<file path="config.mk">
export PLATFORM = sky130hd
export DESIGN_NAME = halt_wake_ctrl
export DESIGN_NICKNAME = d
export VERILOG_FILES = /design/src/rtl/halt_wake_ctrl.sv
export SDC_FILE = /design/constraint.sdc
export NUM_CORES = 1
export LEC_CHECK = 0
export BUFFER_PORTS_ARGS = -buffer_cell sky130_fd_sc_hd__buf_2
export CAP_MARGIN = 0
export CORE_MARGIN = 2
export CORE_UTILIZATION = 56
export DETAILED_ROUTE_END_ITERATION = 6
export GPL_ROUTABILITY_DRIVEN = 0
export HOLD_SLACK_MARGIN = 0.1
export PLACE_DENSITY = 0.82
export SLEW_MARGIN = 0
export SYNTH_ARGS = -nofsm -noshare
export SYNTH_HDL_FRONTEND = slang
export SYNTH_SLANG_ARGS = --single-unit
</file>
<file path="constraint.sdc">
create_clock -name clk -period 2.45 [get_ports clk]
set_input_delay 0.49 -clock clk [delete_from_list [all_inputs] [get_ports clk]]
set_output_delay 0.49 -clock clk [all_outputs]
set_load 0.02 [all_outputs]
</file>
<file path="src/rtl/halt_wake_ctrl.sv">
module halt_wake_ctrl #(
  parameter int NUM_IRQ    = 8,
  parameter int LVL_W      = 3,
  parameter int NUM_PERIPH = 4,
  parameter int SETTLE_W   = 16,
  parameter logic [NUM_IRQ-1:0] SPECIAL_SRC = NUM_IRQ'(193),
  localparam int IDX_W     = (NUM_IRQ > 1) ? $clog2(NUM_IRQ) : 1
) (
  input  logic                     clk,
  input  logic                     rst_n,
  input  logic                     halt_req,
  input  logic [1:0]               halt_mode,
  input  logic [NUM_PERIPH-1:0]    periph_sel,
  input  logic [LVL_W-1:0]         mask_lvl,
  input  logic [SETTLE_W-1:0]      settle_cnt,
  input  logic                     nmi,
  input  logic [NUM_IRQ-1:0]       irq_req,
  input  logic [NUM_IRQ*LVL_W-1:0] irq_lvl,
  output logic                     halted,
  output logic                     cpu_clk_en,
  output logic [NUM_PERIPH-1:0]    periph_clk_en,
  output logic                     aon_clk_en,
  output logic                     osc_en,
  output logic                     wake,
  output logic [1:0]               wake_cause,
  output logic [IDX_W-1:0]         wake_src
);

  localparam logic [1:0] M_STOP  = 2'b01;
  localparam logic [1:0] M_IDLE2 = 2'b11;

  typedef enum logic [1:0] {S_RUN, S_HALT, S_SETTLE} st_t;

  st_t                st;
  logic [1:0]         mode_q;
  logic [SETTLE_W-1:0] cnt;
  logic [1:0]         pend_cause;
  logic [IDX_W-1:0]   pend_src;

  logic               svc_hit, spc_hit;
  logic [IDX_W-1:0]   svc_idx, spc_idx;
  logic [LVL_W-1:0]   svc_lvl;

  always_comb begin
    logic [LVL_W-1:0] lvl;
    lvl = '0;
    svc_hit = 1'b0; svc_idx = '0; svc_lvl = '0;
    spc_hit = 1'b0; spc_idx = '0;
    for (int i = 0; i < NUM_IRQ; i++) begin
      lvl = irq_lvl[i*LVL_W +: LVL_W];
      if (irq_req[i] && lvl > mask_lvl && (!svc_hit || lvl > svc_lvl)) begin
        svc_hit = 1'b1;
        svc_lvl = lvl;
        svc_idx = IDX_W'(i);
      end
      if (irq_req[i] && SPECIAL_SRC[i] && lvl <= mask_lvl && !spc_hit) begin
        spc_hit = 1'b1;
        spc_idx = IDX_W'(i);
      end
    end
  end

  wire             wake_hit  = nmi | svc_hit | spc_hit;
  wire [1:0]       hit_cause = nmi ? 2'b11 : svc_hit ? 2'b01 : spc_hit ? 2'b10 : 2'b00;
  wire [IDX_W-1:0] hit_idx   = nmi ? '0 : svc_hit ? svc_idx : spc_idx;

  always_ff @(posedge clk or negedge rst_n) begin
    if (!rst_n) begin
      st         <= S_RUN;
      mode_q     <= 2'b00;
      cnt        <= '0;
      pend_cause <= 2'b00;
      pend_src   <= '0;
      wake       <= 1'b0;
      wake_cause <= 2'b00;
      wake_src   <= '0;
    end else begin
      wake       <= 1'b0;
      wake_cause <= 2'b00;
      wake_src   <= '0;
      case (st)
        S_RUN: if (halt_req && halt_mode != 2'b00) begin
          st     <= S_HALT;
          mode_q <= halt_mode;
        end
        S_HALT: if (wake_hit) begin
          pend_cause <= hit_cause;
          pend_src   <= hit_idx;
          if (mode_q == M_STOP) begin
            st  <= S_SETTLE;
            cnt <= settle_cnt;
          end else begin
            st         <= S_RUN;
            wake       <= 1'b1;
            wake_cause <= hit_cause;
            wake_src   <= hit_idx;
          end
        end
        S_SETTLE: if (cnt == '0) begin
          st         <= S_RUN;
          wake       <= 1'b1;
          wake_cause <= pend_cause;
          wake_src   <= pend_src;
        end else begin
          cnt <= cnt - 1'b1;
        end
        default: st <= S_RUN;
      endcase
    end
  end

  assign halted        = (st != S_RUN);
  assign cpu_clk_en    = (st == S_RUN);
  assign aon_clk_en    = 1'b1;
  assign osc_en        = !(st == S_HALT && mode_q == M_STOP);
  assign periph_clk_en = (st == S_RUN) ? '1 :
                         (st == S_HALT && mode_q == M_IDLE2) ? periph_sel : '0;

  a_r9_single_pulse: assert property (@(posedge clk) disable iff (!rst_n)
    wake |=> !wake);
  a_r9_cause_valid: assert property (@(posedge clk) disable iff (!rst_n)
    wake |-> wake_cause != 2'b00);
  a_r2_cpu_gated: assert property (@(posedge clk) disable iff (!rst_n)
    halted |-> !cpu_clk_en);
  a_r10_mode_held: assert property (@(posedge clk) disable iff (!rst_n)
    (st != S_RUN && halt_req) |=> $stable(mode_q));
  a_r8_clock_with_wake: assert property (@(posedge clk) disable iff (!rst_n)
    $rose(cpu_clk_en) |-> wake);
  a_r3_osc_back_before_wake: assert property (@(posedge clk) disable iff (!rst_n)
    wake |-> $past(osc_en));

endmodule

</file>
# --- Word level (Yosys, flattened, before mapping) ---
# Index checks and enable logic that the tools add are counted.
# Widths: inputs -> output; s select.
classes:
  add_sub_neg: 1
  mul: 0
  n_div: 0
  order_cmp: 18
  eq_ne: 9
  n_shift: 0
  mux: 55
  bitwise_logic: 2
  n_reduce_logical: 49
op_table:
  columns: ["op", "count"]
  rows:
  - ["$mux 3", 19]
  - ["$mux 16", 3]
  - ["$gt 3x3->1", 15]
  - ["$pmux 16 s2", 1]
  - ["$logic_and 1x1->1", 23]
  - ["$mux 2", 11]
  - ["$logic_not 16->1", 1]
  - ["$sub 16x1->16 const B", 1]
  - ["$mux 1", 15]
  - ["$logic_not 1->1", 10]
  - ["$le 3x3->1", 3]
  - ["$mux 4", 2]
  - ["$ne 2x2->1 const B", 4]
  - ["$logic_or 1x1->1", 7]
  - ["$pmux 2 s3", 1]
  - ["$pmux 3 s2", 1]
  - ["$reduce_bool 2->1", 3]
  - ["$eq 2x1->1 const B", 2]
  - ["$eq 2x2->1 const B", 2]
  - ["$pmux 2 s2", 1]
  - ["$reduce_and 2->1", 2]
  - ["$reduce_and 4->1", 1]
  - ["$reduce_and 3->1", 1]
  - ["$logic_not 2->1", 1]
  - ["3 further kinds", 4]
totals:
  reg_bits: 31
  latchBits: 0
  mem_bits_rw: 0
  rom_bits: 0
  in_bits: 61
  out_inout_bits: 14
  wordCells: 142
  mem_count: 0

# --- Depth between registers and ports, before layout ---
# Gate-level depths: netlist of run 1.
logic_depth:
  ltp_word: 36
  ltp_mapped: 61
  ltp_nobuf: 59

# --- Worst setup path after synthesis of run 1 ---
# No wires, ideal clock.
synth_path:
  path_type: "input to register"
  from: "input port mask_lvl[2]"
  to: "register pend_src[2]"
  setup_ns: 0.125
  arrival_time_ns: 10.405
  required_time_ns: 2.325
  slack_ns: -8.080
  path_stages: 59
  n_path_buf: 2
  path_cell_list: "inv_1 ha_1 nand3_1 o211ai_1 nor2_1 nand2_1 ha_1 nor2b_1 o21a_1 o21ai_0 a211oi_2 a22oi_1 ha_1 nor2b_1 o21a_1 o21ai_0 a21o_1 nor2_1 [23 not listed] a21oi_1 nor2_1 a22oi_1 ha_1 nor2b_1 o21a_1 o21ai_0 a21oi_1 nor2_1 a22o_1 a21oi_1 ha_1 nor2b_1 o21a_1 o211ai_1 o211a_1 a31oi_1 mux2_2"
synth_via:
  elab_chain_len: 34
  word_cells_on_any_way: 83
  cone_classes: "order compare: 18; mux: 26; bitwise: 2; reduce/logical: 37"
synth_lines:
  columns: ["item", "line_no", "text"]
  rows:
  - ["start, declared", "14", "input logic [LVL_W-1:0] mask_lvl,"]
  - ["$gt 3x3->1", "51", "if (irq_req[i] && lvl > mask_lvl && (!svc_hit || lvl > svc_lvl)) begin"]
  - ["$logic_and 1x1->1", "51", null]
  - ["$mux 3 or $mux 1 (tied branches)", "51", null]
  - ["$gt 3x3->1 or $logic_not 1->1 (tied branches)", "51", null]
  - ["$logic_or 1x1->1", "51", null]
  - ["$logic_and 1x1->1", "51", null]
  - ["$mux 3 or $mux 1 (tied branches)", "51", null]
  - ["$gt 3x3->1 or $logic_not 1->1 (tied branches)", "51", null]
  - ["[17 not listed]", null, null]
  - ["$logic_and 1x1->1", "51", null]
  - ["$mux 3 or $mux 1 (tied branches)", "51", null]
  - ["$gt 3x3->1 or $logic_not 1->1 (tied branches)", "51", null]
  - ["$logic_or 1x1->1", "51", null]
  - ["$logic_and 1x1->1", "51", null]
  - ["$mux 1", "51", null]
  - ["$or 1x1->1 (2 in a row)", "63", "wire wake_hit = nmi | svc_hit | spc_hit;"]
  - ["$reduce_and 2->1 (no source line)", null, null]
  - ["end signal, assigned", "88", "pend_src <= hit_idx;"]
  - ["end, declared", "38", "logic [IDX_W-1:0] pend_src;"]
# Parallel ways exist; a longest one is shown, timed or not.
# A chain may end at the register's enable or synchronous reset.

# --- Worst setup path after layout of run 1 ---
layout_path:
  from: "input port mask_lvl[1]"
  to: "register pend_src[2]"
# The elaborated chain is that of the path after synthesis.

==> flow_summary.rst, run 1 <==
.. list-table::
   :header-rows: 1

   * - Metric
     - Value
   * - Outcome
     - finished, violations left
   * - Failing checks
     - DRC, setup timing
   * - Post-synthesis simple-gate area fraction
     - 0.270
   * - Initial core utilization
     - 0.588
   * - XOR/XNOR Fraction of Synth Area
     - 0
   * - Number of buffers added to fix hold violations after cts
     - 0
   * - Highest achievable clock rate
     - approximately 0.095 GHz
   * - Internal power
     - 2.46 mW
   * - Wire length reported by the detailed router
     - ~16 mm
   * - Worst Setup Slack post-DPL
     - -7.62 ns
   * - Final-layout fill cell count
     - 246
   * - Shortest period the worst path allows
     - about 10 ns
   * - Slowest cell delay on critical path
     - 0.36 ns
   * - Flip-flop and latch area
     - between 700 and 800 um^2
   * - CP Max Fanout
     - 5
   * - Full die area
     - about 0.007 mm^2
   * - Average cell area after synthesis
     - 8.16 um^2
   * - Register-to-register setup slack
     - -0.27 ns
   * - H-tree depth reported by CTS
     - 2
   * - Die span in x
     - ~84 um
   * - P&R area growth vs syn
     - 55.0%
   * - Relative slew margins
     - 0.379
   * - Top post-synthesis cells by area
     - sky130_fd_sc_hd__dfrtp_1 (22%), sky130_fd_sc_hd__ha_1 (17%), sky130_fd_sc_hd__nand2_1 (4.8%), sky130_fd_sc_hd__o21ai_0 (3.8%), sky130_fd_sc_hd__nand3_1 (3.4%)
   * - Top-area cell type share of the netlist area
     - 0.219
   * - Leakage power
     - about 2.5 nW
   * - Post-synth ARST share
     - 1.00
   * - Multi-input logic area
     - 0.00306 mm^2
   * - Adder-Cell Fraction of Synth Area
     - 0.173
   * - First drt pass iteration count
     - 7
   * - Maximum clock path buffer count
     - 2
   * - Nature of the critical path startpoint
     - input pin
   * - Total overflow reported by the global router
     - 0
   * - Clock tree skew after final layout
     - about 0.0097 ns
   * - Combinational Power Share
     - 0.666
   * - I/O pin count
     - 75
   * - Height of the chip
     - 83.5 um
   * - Total number of vias
     - ~4800
   * - Maximum vdd ir drop
     - ~0.0008 V
   * - Detailed Route Iter0 Violations
     - 561
   * - Maximum number of pins on one net before global-route repair
     - 32
   * - Main combinational cell family by area after synthesis
     - simple AND/OR/NAND/NOR gates
   * - Cell row count
     - 28
   * - Cell type contributing the most total cell area after synthesis
     - sky130_fd_sc_hd__dfrtp_1
   * - Number of enable-type register cells in the synthesized netlist
     - 0
   * - Global Route Usage Sum
     - 0.374
   * - Worst setup path class
     - in2reg
   * - CTS Root Buffer Type
     - sky130_fd_sc_hd__clkbuf_8
   * - Count of nets after finishing
     - 734
   * - Path class of the lowest-slack min-delay path
     - in2async
   * - Unrepaired setup endpoints after global routing
     - true
   * - CTS tree
     - yes
   * - Number of warnings issued by yosys
     - 0
   * - Crit path max-delay family
     - compound AO/OA/AOI/OAI gates
   * - Initial antenna violation count
     - 0
   * - Number of flip-flops and latches in the synthesized netlist
     - 31
   * - Worst-skew pair later-pin latency
     - just over 0.3 ns
   * - Fraction of power spent switching nets
     - 0.468
   * - Cts bufs inserted
     - 5
   * - Synth Flop Type
     - sky130_fd_sc_hd__dfrtp_1
   * - Total Power
     - ~4.6 mW
   * - Final Max Tran Viols
     - 0
   * - Synthesized netlist cell count
     - approximately 430
   * - Average vias per placed instance
     - 6.92
   * - Post-synthesis mux area share
     - 0.0194
   * - Number of global-route vias before repair
     - 4442
   * - Switching power summed over all nets
     - about 2.2 mW
   * - Max cap viols
     - 0
   * - Remaining antenna violation count
     - 0
   * - Detailed placer's ending HPWL
     - 8.62 mm
   * - Sequential fraction of the synthesis area
     - 0.219
   * - Required time of the critical path
     - 2.65 ns
   * - Area inside the core boundary
     - between 0.006 and 0.007 mm^2
   * - Synthesized-area fraction occupied by ao, oa, aoi and oai cells
     - 0.268
   * - Share of cells above drive strength 1
     - 0.501
   * - Type of destination of the critical path
     - flip-flop
   * - Critical path's most frequent cell
     - sky130_fd_sc_hd__ha_1
   * - Share of total power in sequential cells
     - 0.215
   * - Wire length per cell
     - 22.7 um
   * - CP bufs+invs
     - 5
   * - Finish-stage setup viols
     - 29
   * - DRC violation count after routing
     - 6
   * - Total power divided by cell area
     - roughly 840 mW/mm^2
   * - Slowest cell on the critical path
     - sky130_fd_sc_hd__ha_1
   * - Clock-pin transition on the worst setup and hold timing paths
     - about 0.08 ns
   * - Final critical-path share of the clock period
     - 4.29
   * - Sink Count
     - 31
   * - Worst setup slack after layout
     - -8.05 ns
   * - Hold Fails Final Rpt
     - 0
   * - Number of input and output port buffers inserted
     - 73
   * - End-of-flow core utilization
     - 0.912
   * - Clock power frac
     - 0.119
   * - Arrival time worst endpoint
     - approximately 11 ns
   * - Post-synth design cell area
     - about 0.0035 mm^2
   * - Tightest Pin Transition
     - just over 0.9 ns
   * - First-pass GRT wire length
     - around 21 mm
   * - Antenna Diode Count
     - 0
   * - Number of different library cells in the post-synthesis netlist
     - 69
   * - Number of nets in the synthesized netlist
     - 544
==> timing repair <==
action / CTS / global route
buffers inserted: 16 / 6
setup endpoints to repair: 29 / 29
gates resized for setup: 40 / 41
pin swaps: 43 / 17
==> kinds of logic after synthesis <==
logic type	after synthesis
AO/OA/AOI/OAI	131
adder cells (fa/ha/maj)	49
buffers and inverters	40
flip-flops	31
multiplexers	6
other	1
AND/OR/NAND/NOR	176
==> final cells by class <==
cell class / count / area share
Clock buffer: 6 / 0.0150
Inverter: 28 / 0.0205
Multi-Input combinational cell: 363 / 0.558
Timing Repair Buffer: 195 / 0.242
Tap cell: 75 / 0.0171
Sequential cell: 31 / 0.141
Clock inverter: 2 / 0.00638
==> synthesized netlist by cell type, types with 3 or more instances <==
cell type,n
sky130_fd_sc_hd__nand2_1,45
sky130_fd_sc_hd__or3_1,4
sky130_fd_sc_hd__a22oi_1,6
sky130_fd_sc_hd__a221oi_1,3
sky130_fd_sc_hd__or2_2,6
sky130_fd_sc_hd__nor3_2,7
sky130_fd_sc_hd__nor2b_1,12
sky130_fd_sc_hd__o22ai_1,6
sky130_fd_sc_hd__buf_2,3
sky130_fd_sc_hd__clkbuf_1,5
sky130_fd_sc_hd__o21ai_0,27
sky130_fd_sc_hd__o21a_1,10
sky130_fd_sc_hd__o31ai_1,6
sky130_fd_sc_hd__o211ai_1,7
sky130_fd_sc_hd__inv_1,28
sky130_fd_sc_hd__nand3_1,24
sky130_fd_sc_hd__nor3_1,21
sky130_fd_sc_hd__a31oi_1,7
sky130_fd_sc_hd__nand2b_1,5
sky130_fd_sc_hd__ha_1,49
sky130_fd_sc_hd__a21oi_1,23
sky130_fd_sc_hd__mux2_2,3
sky130_fd_sc_hd__o21ai_1,4
sky130_fd_sc_hd__dfrtp_1,31
sky130_fd_sc_hd__nor2_1,30
sky130_fd_sc_hd__a22o_1,4
==> metrics by stage <==
stage               setup TNS [ns]  std cells  area (um^2)  hold slack, ns
floorplan                   -49.83        434         3720           0.194
global placement            -62.78        671         4870           0.462
detailed placement          -66.46        671         4870           0.479
CTS                         -54.55        694         5280           0.255
global route                -70.44        700         5490           0.282
finish                      -66.94        700         5490           0.230
==> sequential cells by signal, summed over array words and instances (netlist names) <==
| name | flops |
|---|---|
| st | 2 |
| cnt | 16 |
| pend_cause | 2 |
| wake_src | 3 |
| wake | 1 |
| mode_q | 2 |
| wake_cause | 2 |
| pend_src | 3 |
==> metal layers <==
layer  vias to the layer above  global-route usage  part of all wire  wire, um
met4                         0               0.246             0.095      1520
met1                      2203               0.394              0.33      5190
met5                         -                   0                 0         0
li1                       2005                   -                 -         -
met3                       179              0.0781              0.10      1610
met2                       458               0.669              0.48      7590
==> final timing paths <==
path,from,end,depth (start not counted)
worst max-delay path,mask_lvl[1],pend_src[2],55
worst min-delay path,rst_n,st[0],1
worst max register to register,cnt[0],wake_cause[1],10
worst min register to register,pend_cause[1],pend_cause[1],2
max in group asynchronous,rst_n,cnt[9],1
min in group clk,settle_cnt[15],cnt[15],3
==> layout by cell type (no fill, tap or decap), drive strengths merged, types with 5 or more instances in the layout <==
cell type,synthesis,routed
clkbuf,5,6
o22ai,8,8
a22oi,6,6
nor3,28,28
nor2,30,30
nand2,45,45
ha,49,49
dfrtp,31,31
o21a,11,11
inv,28,26
a221oi,5,5
nor2b,14,14
nand3,24,24
o31ai,8,8
nand2b,5,5
o211ai,7,7
a21oi,23,23
or2,6,6
a31oi,7,7
buf,7,195
o21ai,31,31
==> power by group through the flow <==
stage                     clock, mW  combinational, mW  sequential, mW
after global placement            0               2.36           0.952
after detailed placement          0               2.46           0.967
after CTS                     0.542               2.69           0.970
final                         0.551               3.08           0.997
after floorplan                   0               1.62           0.952
after global routing          0.570               3.26            1.02
Power figures use the tool's default switching activity.
==> run 2: changes to the inputs <==
--- a/config.mk
+++ b/config.mk
@@ -12,7 +12,7 @@
 export DETAILED_ROUTE_END_ITERATION = 6
 export GPL_ROUTABILITY_DRIVEN = 0
 export HOLD_SLACK_MARGIN = 0.1
-export PLACE_DENSITY = 0.82
+export PLACE_DENSITY = 0.93
 export SLEW_MARGIN = 0
 export SYNTH_ARGS = -nofsm -noshare
 export SYNTH_HDL_FRONTEND = slang
==> flow_summary.rst, run 2 (synthesis results as in run 1) <==
.. list-table::
   :header-rows: 1

   * - Metric
     - Value
   * - Finish-stage setup viols
     - 30 (was 29)
   * - Shortest period the worst path allows
     - 10.53 ns (was 10.50 ns)
   * - Highest achievable clock rate
     - 0.0950 GHz (was 0.0952 GHz)
   * - Number of buffers added to fix hold violations after cts
     - 0 (unchanged)
   * - Unrepaired setup endpoints after global routing
     - true (unchanged)
   * - Antenna Diode Count
     - 0 (unchanged)
   * - Number of global-route vias before repair
     - 4890 (was 4442)
   * - Outcome
     - finished, violations left (unchanged)
   * - Initial core utilization
     - 0.588 (unchanged)
   * - CTS Root Buffer Type
     - sky130_fd_sc_hd__clkbuf_8 (unchanged)
   * - First drt pass iteration count
     - 7 (unchanged)
   * - Maximum clock path buffer count
     - 2 (unchanged)
   * - Number of input and output port buffers inserted
     - 73 (unchanged)
   * - Global Route Usage Sum
     - 0.410 (was 0.374)
   * - Most flop-heavy register
     - cnt (unchanged)
   * - Failing checks
     - DRC, setup timing (unchanged)
   * - Type of destination of the critical path
     - flip-flop (unchanged)
   * - CP Max Fanout
     - 7 (was 5)
   * - Maximum number of pins on one net before global-route repair
     - 32 (unchanged)
   * - Setup_tns
     - -64.90 ns (was -66.94 ns)
   * - Count of nets after finishing
     - 735 (was 734)
   * - Total number of vias
     - 5054 (was 4845)
   * - Remaining antenna violation count
     - 0 (unchanged)
   * - Path class of the lowest-slack min-delay path
     - in2async (unchanged)
   * - Max cap viols
     - 0 (unchanged)
   * - Slowest cell delay on critical path
     - 0.37 ns (was 0.36 ns)
   * - Final-layout fill cell count
     - 245 (was 246)
   * - Final critical-path share of the clock period
     - 4.30 (was 4.29)
   * - Detailed Route Iter0 Violations
     - 693 (was 561)
   * - Clock tree skew after final layout
     - 0.00652 ns (was 0.00973 ns)
   * - Area inside the core boundary
     - 0.00603 mm^2 (unchanged)
   * - Total overflow reported by the global router
     - 0 (unchanged)
   * - P&R area growth vs syn
     - 54.8% (was 55.0%)
   * - Cell row count
     - 28 (unchanged)
   * - Arrival time worst endpoint
     - 10.71 ns (was 10.70 ns)
   * - Total power divided by cell area
     - 857 mW/mm^2 (was 842 mW/mm^2)
   * - Worst setup slack after layout
     - -8.08 ns (was -8.05 ns)
   * - Die span in x
     - 83.5 um (unchanged)
   * - Tightest Pin Transition
     - 0.726 ns (was 0.920 ns)
   * - Relative slew margins
     - 0.516 (was 0.379)
   * - Slowest cell on the critical path
     - sky130_fd_sc_hd__o21ai_0 (was sky130_fd_sc_hd__ha_1)
   * - First-pass GRT wire length
     - 23.1 mm (was 21.2 mm)
   * - Leakage power
     - 2.54 nW (was 2.53 nW)
   * - I/O pin count
     - 75 (unchanged)
   * - Average vias per placed instance
     - 7.21 (was 6.92)
   * - Maximum vdd ir drop
     - 0.000888 V (was 0.000782 V)
   * - Number of flip-flops under the largest register name
     - 16 (unchanged)
   * - Clock-pin transition on the worst setup and hold timing paths
     - 0.07 ns (was 0.08 ns)
   * - Cts bufs inserted
     - 5 (unchanged)
   * - Full die area
     - 0.00698 mm^2 (unchanged)
   * - Largest registers ranked by flip-flop count
     - cnt: 16 flops, pend_src: 3 flops, wake_src: 3 flops (unchanged)
   * - Total Power
     - 4.70 mW (was 4.63 mW)
   * - DRC violation count after routing
     - 24 (was 6)
   * - Worst-skew pair later-pin latency
     - 0.30 ns (was 0.31 ns)
   * - Worst setup path class
     - in2reg (unchanged)
   * - Required time of the critical path
     - 2.63 ns (was 2.65 ns)
   * - CTS tree
     - yes (unchanged)
   * - Wire length per cell
     - 24.4 um (was 22.7 um)
   * - Hold Fails Final Rpt
     - 0 (unchanged)
   * - Nature of the critical path startpoint
     - input pin (unchanged)
   * - Top library cells by usage in the layout, fill and taps aside
     - sky130_fd_sc_hd__buf_4 (117), sky130_fd_sc_hd__buf_2 (72), sky130_fd_sc_hd__nand2_1 (44), sky130_fd_sc_hd__ha_1 (38), sky130_fd_sc_hd__dfrtp_1 (31) (was sky130_fd_sc_hd__buf_4 (114), sky130_fd_sc_hd__buf_2 (72), sky130_fd_sc_hd__nand2_1 (43), sky130_fd_sc_hd__ha_1 (37), sky130_fd_sc_hd__dfrtp_1 (31))
   * - Most common cell after layout, fill and taps aside
     - sky130_fd_sc_hd__buf_4 (unchanged)
   * - H-tree depth reported by CTS
     - 2 (unchanged)
   * - Wire length reported by the detailed router
     - 17.1 mm (was 15.9 mm)
   * - Final Max Tran Viols
     - 0 (unchanged)
   * - Register-to-register setup slack
     - -0.42 ns (was -0.27 ns)
   * - Detailed placer's ending HPWL
     - 9.71 mm (was 8.62 mm)
   * - Share of cells above drive strength 1
     - 0.494 (was 0.501)
   * - Height of the chip
     - 83.5 um (unchanged)
   * - Initial antenna violation count
     - 0 (unchanged)
   * - Sink Count
     - 31 (unchanged)
## run 2: cell types whose count changed in the layout (fill, tap and decap cells not counted), moves of 3 or more
cell	before	now
sky130_fd_sc_hd__nor2_2	5	2
sky130_fd_sc_hd__buf_4	114	117
sky130_fd_sc_hd__nor2_1	24	27
sky130_fd_sc_hd__o21ai_0	11	15
sky130_fd_sc_hd__o21ai_1	11	8
## run 2: what timing repair did
action	4_1_cts	5_1_grt
pin swaps	40	15
setup endpoints to repair	29	29
resized for setup	42	30
cloned	0	0
setup buffers	11	7
## run 2: path summary, 6_finish.rpt
path                         startpoint             to  cells after the start
max                          irq_lvl[0]    wake_src[2]                     56
min                               rst_n         cnt[1]                      1
max reg2reg                      cnt[0]  wake_cause[1]                     10
min reg2reg                 pend_src[2]    pend_src[2]                      1
max in group asynchronous         rst_n  pend_cause[1]                      1
min in group clk           halt_mode[0]      mode_q[0]                      3
## run 2: cell type report
type | count | area, um^2 | area share
Timing Repair Buffer | 196 | 1330 | 0.242
Tap cell | 75 | 93.8 | 0.0171
Sequential cell | 31 | 776 | 0.141
Multi-Input combinational cell | 363 | 3080 | 0.561
Clock buffer | 8 | 100 | 0.0182
Inverter | 28 | 113 | 0.0205
## run 2: power by group
| part | switching [mW] | internal [mW] |
|---|---|---|
| combinational | 1.79 | 1.40 |
| sequential | 0.304 | 0.738 |
| clock | 0.213 | 0.256 |
## run 2: worst max-delay path: cells and delay by family
kind	cells	cell delay, ns
compound gates	30	5.52
simple gates	14	1.88
buf+inv	4	0.49
fa+ha+maj	8	2.30
## run 2: layer usage
metal / wire length, um / part of all wire / up-vias / track usage
li1: - / - / 2001 / -
met2: 7800 / 0.46 / 539 / 0.721
met5: 0 / 0 / - / 0
met1: 5360 / 0.31 / 2262 / 0.425
met4: 2060 / 0.12 / 0 / 0.312
met3: 1870 / 0.11 / 252 / 0.0851
## run 2: stage by stage
stage	cells	util	hold WS, ns	worst slack (ns)	area (um^2)
after floorplan	434	-	0.194	-7.48	3720
after global routing	701	0.910	0.285	-8.42	5490
final	701	0.910	0.242	-8.08	5490
after detailed placement	676	0.814	0.485	-7.89	4900
after global placement	676	0.814	0.461	-7.19	4900
after CTS	695	0.879	0.265	-7.27	5300
